[src/rtl/mmu_fault_ctrl.sv]
module mmu_fault_ctrl #(
  parameter int          AW        = 8,
  parameter int          NSRC      = 5,
  parameter int          ALIGN_LSB = 14,
  parameter logic [31:0] IDENT     = 32'h0000_0011
) (
  input  logic          clk,
  input  logic          rst_n,
  input  logic          bus_wr,
  input  logic [AW-1:0] bus_addr,
  input  logic [31:0]   bus_wdata,
  output logic [31:0]   bus_rdata,
  input  logic [NSRC-1:0] evt,
  input  logic [31:0]   evt_addr,
  output logic          irq,
  output logic          mmu_on,
  output logic          walk_on,
  output logic          emu_tlb,
  output logic [31:0]   ttb_base
);
  localparam logic [AW-1:0] A_ID   = AW'(8'h00);
  localparam logic [AW-1:0] A_STAT = AW'(8'h04);
  localparam logic [AW-1:0] A_MASK = AW'(8'h08);
  localparam logic [AW-1:0] A_CTRL = AW'(8'h0C);
  localparam logic [AW-1:0] A_FADR = AW'(8'h10);
  localparam logic [AW-1:0] A_TTB  = AW'(8'h14);
  localparam int HI = 32 - ALIGN_LSB;

  logic [NSRC-1:0] stat_q, mask_q, clr;
  logic [31:0]     ctrl_q, fadr_q;
  logic [HI-1:0]   ttb_q;

  assign clr = (bus_wr && bus_addr == A_STAT) ? bus_wdata[NSRC-1:0] : '0;

  always_ff @(posedge clk or negedge rst_n) begin
    if (!rst_n) begin
      stat_q <= '0;
      mask_q <= '0;
      ctrl_q <= '0;
      fadr_q <= '0;
      ttb_q  <= '0;
    end else begin
      stat_q <= (stat_q & ~clr) | evt;
      if (|evt && stat_q == '0) fadr_q <= evt_addr;
      if (bus_wr) begin
        if (bus_addr == A_MASK) mask_q <= bus_wdata[NSRC-1:0];
        if (bus_addr == A_CTRL) ctrl_q <= bus_wdata;
        if (bus_addr == A_TTB)  ttb_q  <= bus_wdata[31:ALIGN_LSB];
      end
    end
  end

  assign irq      = |(stat_q & mask_q);
  assign mmu_on   = ctrl_q[1];
  assign walk_on  = ctrl_q[2];
  assign emu_tlb  = ctrl_q[3];
  assign ttb_base = {ttb_q, {ALIGN_LSB{1'b0}}};

  always_comb begin
    unique case (bus_addr)
      A_ID:    bus_rdata = IDENT;
      A_STAT:  bus_rdata = 32'(stat_q);
      A_MASK:  bus_rdata = 32'(mask_q);
      A_CTRL:  bus_rdata = ctrl_q;
      A_FADR:  bus_rdata = fadr_q;
      A_TTB:   bus_rdata = ttb_base;
      default: bus_rdata = '0;
    endcase
  end

  p_evt_sets_r3: assert property (@(posedge clk) disable iff (!rst_n)
    (evt != '0) |=> ((stat_q & $past(evt)) == $past(evt)));

  p_w1c_r4: assert property (@(posedge clk) disable iff (!rst_n)
    (clr != '0) |=> ((stat_q & $past(clr) & ~$past(evt)) == '0));

  p_keep_r5: assert property (@(posedge clk) disable iff (!rst_n)
    ((clr & evt) != '0) |=> ((stat_q & $past(clr & evt)) != '0));

  p_irq_r6: assert property (@(posedge clk) disable iff (!rst_n)
    ((evt & mask_q) != '0 && !(bus_wr && bus_addr == A_MASK)) |=> irq);

  p_first_fault_r7: assert property (@(posedge clk) disable iff (!rst_n)
    (stat_q != '0) |=> $stable(fadr_q));

  p_ttb_align_r8: assert property (@(posedge clk) disable iff (!rst_n)
    (bus_wr && bus_addr == A_TTB) |=>
      (ttb_base[ALIGN_LSB-1:0] == '0 && ttb_base[31:ALIGN_LSB] == $past(bus_wdata[31:ALIGN_LSB])));

  p_ctrl_out_r2: assert property (@(posedge clk) disable iff (!rst_n)
    (bus_wr && bus_addr == A_CTRL) |=>
      ({emu_tlb, walk_on, mmu_on} == $past(bus_wdata[3:1])));
endmodule

[config.mk]
export PLATFORM = sky130hd
export DESIGN_NAME = mmu_fault_ctrl
export DESIGN_NICKNAME = d
export VERILOG_FILES = /design/src/rtl/mmu_fault_ctrl.sv
export SDC_FILE = /design/constraint.sdc
export NUM_CORES = 1
export LEC_CHECK = 0
export ABC_AREA = 1
export CAP_MARGIN = 30
export CORE_UTILIZATION = 42
export DETAILED_ROUTE_END_ITERATION = 8
export GPL_ROUTABILITY_DRIVEN = 1
export PLACE_DENSITY = 0.77
export SLEW_MARGIN = 10
export SYNTH_ARGS = -nofsm -noshare
export SYNTH_HDL_FRONTEND = slang
export SYNTH_SLANG_ARGS = --single-unit
[constraint.sdc]
create_clock -name clk -period 1.4 [get_ports clk]
set_input_delay 0.28 -clock clk [delete_from_list [all_inputs] [get_ports clk]]
set_output_delay 0.28 -clock clk [all_outputs]
set_load 0.05 [all_outputs]
* Word-level counts from Yosys, hierarchy flattened
Cells that the tools add are included.
** Storage, ports and cells
- Flip-flop bits (word level) :: 92
- Bits of input ports :: 80
- Output and inout bits :: 68
** Cells by class
- Eq/ne operators :: 5
- Mux-type cells :: 2
- Bitwise gates (word level) :: 4
- Reductions and logical operators :: 9
** Operator list (number)
- case mux 32 bit (6 select lines) :: 1
- == test 8 x 4 -> 1 bit, second input constant :: 2
- == test 8 x 5 -> 1 bit, second input constant :: 2
- bitwise AND 5 bit :: 2
- OR reduction 5 bit :: 2
- == test 8 x 3 -> 1 bit, second input constant :: 1
- zero test 8 bit :: 1
- AND reduction 2 bit :: 3
- zero test 5 bit :: 1
- two-way mux 5 bit :: 1
- inverter 5 bit :: 1
- bitwise OR 5 bit :: 1
- logical AND 1 bit :: 2

* Longest topological paths before layout
- Depth in word-level cells :: 6
- Depth in mapped cells :: 9
- Mapped depth without buffers :: 7

* Worst setup path before layout
OpenSTA, ideal clock, no wires.
- Path type :: input port to output port
- Start point :: input bus_addr[6]
- End point :: output bus_rdata[10]
- Arrival :: 1.979 ns
- Data required time :: 1.120 ns
- Path slack :: -0.859 ns
- Stages on the path :: 6
- Path through :: inv_1 -> nand2_1 -> nor2_4 -> nand2_4 -> clkbuf_1 -> o21ai_0
** On the way
- Cells in the longest elaborated chain, start to end :: 2
** RTL lines
- from (decl) :: RTL line 10 : input logic [AW-1:0] bus_addr,
- == test 8 x 5 -> 1 bit, or another cell as far along :: RTL line 60 : unique case (bus_addr)
- case mux 32 bit (6 select lines) * :: RTL line 60
- to (decl) :: RTL line 12 : output logic [31:0] bus_rdata,
Every way passes the cells marked *; elsewhere a longest branch is shown, timed or not.

* Worst setup path after layout
- Start point :: input bus_addr[5]
- End point :: output bus_rdata[13]
Same word-level chain as after synthesis.

==> impl_metrics.csv <==
group,metric,value,unit
drt,route.detailed.drc,0,
die,rows,37,
power_and_ir_drop,power_leakage,4.54,nW
worst_setup_path,critical_path.startpoint_type,"primary input",
placed_design,detailed_place.area,7120,µm²
synth,synth_top_cells_by_count,"nand2_1, dfrtp_1, nand3_1",
synth,ys_ff_latch,92,
placed_design,dp_hpwl,10000,µm
die,floorplan.die.height,107,µm
worst_setup_path,cp_top_family,"buffers and inverters",
sta,final_min_period_over_clock_period,126,%
worst_setup_path,arrival,1.49,ns
finish,flow.area_growth_from_synthesis,88.1,%
sta,final.min_clock_period,1.77,ns
synth,synth_ff_type,"dfrtp_1",
worst_setup_path,critical_path_required,1.12,ns
synth,synthArstFlopShare,100,%
drt,detail_route.first_pass.iterations,5,
sta,final-hold-violation-count,0,
drt,dr_total_vias,5061,
synth,post_synth.cell_area_avg,7.81,µm²
worst_setup_path,worst_r2r_startpoint,"stat_q[0]$_DFF_PN0_",
cts,cts_buffers,9,
synth,synth-simple-area-share,33.5,%
placed_design,io_buffers,133,
sta,final.setup_skew,0.0129,ns
sta,grt_setup_unrepaired,"true",
global_route,first_pass_grt_wire_length,26000,µm
worst_setup_path,critical_path.cell_chain,"buf_12, inv_16, buf_12, nand2_4, nor2_4, nand2_8, buf_16, buf_8, o21ai_4, buf_12",
global_route,via_count_of_the_first_global_routing_pass,5097,
die,core_area,10500,µm²
synth,synth_area_leader_cell,"dfrtp_1",
worst_setup_path,crit_buf_inv,6,
status,outcome,"complete, but fails checks",
finish,fin_util,82.6,%
synth,netlist_top_cells_area,"dfrtp_1, nand2_1, nand3_1",
drt,drt_iter0_drc,316,
worst_setup_path,worst-r2r-cell-count,10,
sta,final.hold.worst_slack,0.335,ns
synth,yosysMostFrequentCell,"nand2_1",
worst_setup_path,regToRegSetupSlack,-0.21,ns
cts,buffer_cell_driving_the_clock_tree_root,"clkbuf_8",
synth,synth.top_cell.area_share,49.9,%
synth,synth.area.mux_share,0,%
finish,final.fill_count,576,
synth,synth_top_family_by_area,"simple AND/OR/NAND/NOR gates",
power_and_ir_drop,power.density,656,nW/µm²
synth,synth_edf_count,0,
drt,detail-route-antenna-nets,0,
sta,timing.final.max_slew_violations,0,
sta,final.setup.worst_slack,-0.369,ns
synth,post_synth_fa_ha_maj_area_fraction,0,%
worst_hold_path,min-delay-path-class,"in2async",
finish,antennaDiodeCount,0,
power_and_ir_drop,ir_worst_vdd,516,µV
worst_setup_path,cp_slowest_stage_delay,0.19,ns
drt,vias_per_cell,5.51,
worst_setup_path,crit_top_cell,"buf_12",
drt,routed_wire_length_per_instance,18.6,µm
job,max-cap-violations,0,
die,dieArea,11400,µm²
sta,max_clock_freq,565,MHz
cts,clock_sinks,92,
placed_design,gp_routability_congestion,0.866,
worst_setup_path,worstSetupEndpointType,"output port",
sta,report.final.setup_viol,97,
synth,synth.yosys.seq_area_share,49.9,%
worst_setup_path,r2r_end,"fadr_q[27]$_DFFE_PN0P_",
die,num_io_pins,148,
global_route,grt_usage,29.5,%
finish,stdcell_area,8680,µm²
synth,synth-warning-count,0,
die,initial_core_util,43.9,%
synth,synth_cells,591,
power_and_ir_drop,overall_power_consumption,5.69,mW
synth,synth.distinct_cells,27,
synth,synth-compound-area-share,7.62,%
worst_setup_path,timing.critical_path.slowest_stage_cell,"nor2_4",
drt,route.final.wire_length,17100,µm
die,die_x,107,µm
synth,synthesized_area,4620,µm²
cts,ctsLongestPathBuffers,2,
finish,finish.net_count,859,
global_route,grt_max_degree,47,
cts,cts.reportedPaths.clkPinSlew,0.10,ns
global_route,grt_antenna_before_repair,0,
cts,tritoncts_clock_tree,"done",
worst_setup_path,timing_worst_setup_path_type,"in2out",
worst_setup_path,critical_path_fanout_max,9,
finish,post_route_cells_drive_above_1_share,43.8,%
status,failed_checks,"setup timing",
cts,insertion_delay,0.36,ns
global_route,globalRouteOverflowTotal,0,
cts,ctsHtreeMaxLevel,3,
sta,setup_total_negative_slack,-18.94,ns
synth,synth_xor_area_share,0,%
cells in the final DEF, fill, tap and decap left out, drive strengths merged:
master	instances
nand2	264
buf	131
dfrtp	92
nand3	77
clkdlybuf4s50	70
o21ai	59
inv	28
nor2	19
conb	14
clkbuf	14
clkinv	4
nand4	3
o2111ai	2
clkinvlp	2
a221oi	1
nor3	1
bufinv	1
dlygate4sd3	1
how the worst max path moves through the flow:
stage                    endpoint  slack (ns)  cells past startpoint         from
floorplan            bus_rdata[2]       -0.16                      9  bus_addr[1]
global placement    bus_rdata[23]       -0.74                     10  bus_addr[7]
detailed placement  bus_rdata[23]       -0.78                     10  bus_addr[7]
CTS                 bus_rdata[11]       -0.40                     10  bus_addr[5]
global route        bus_rdata[24]       -0.41                     12  bus_addr[5]
finish              bus_rdata[13]       -0.37                     10  bus_addr[5]
sequential cells by signal, indices dropped and copies added, names as in the netlist:
name	flops
ctrl_q	32
fadr_q	32
ttb_q	18
mask_q	5
stat_q	5
report_power, final:
part           switching, mW  internal [mW]  total [mW]
clock                  0.944          0.863        1.81
combinational          0.567          0.476        1.04
sequential            0.0959           2.75        2.84
timing repair:
item	in CTS	in global routing
hold endpoints to repair	16	0
hold buffers	1	0
gates resized for setup	171	126
pin swaps	28	34
setup buffers	21	8
setup endpoints to repair	125	79
gates cloned	11	4
cell families (layout without fill, tap and decap cells):
group,count (synthesis),in the layout
AND/OR/NAND/NOR,364,364
AO/OA/AOI/OAI,62,62
other,1,14
flip-flops,92,92
buffers and inverters,72,251
through the flow:
stage	setup slack (ns)	std cells
after detailed placement	-0.783	869
after CTS	-0.399	914
after global placement	-0.738	869
after floorplan	-0.158	604
after global routing	-0.407	919
final	-0.369	919
area by class of cell:
type	instances	area (µm²)	area share, %
Multi-Input combinational cell	440	2990	34.4
Timing Repair Buffer	205	2800	32.3
Sequential cell	92	2300	26.5
Inverter	28	196	2.26
Tap cell	136	170	1.96
Clock buffer	11	141	1.63
Clock inverter	4	50.0	0.576
Timing Repair inverter	3	31.3	0.360
per-layer routing:
layer	vias to the layer above	share of wire [%]	track usage (%)	wire length, µm
li1	2245	-	-	-
met4	0	3.5	12.1	602
met2	281	53	51.1	9020
met3	55	7.0	4.56	1200
met1	2480	37	36.8	6270
met5	-	0	0	0
(Power assumes the default switching activity.)
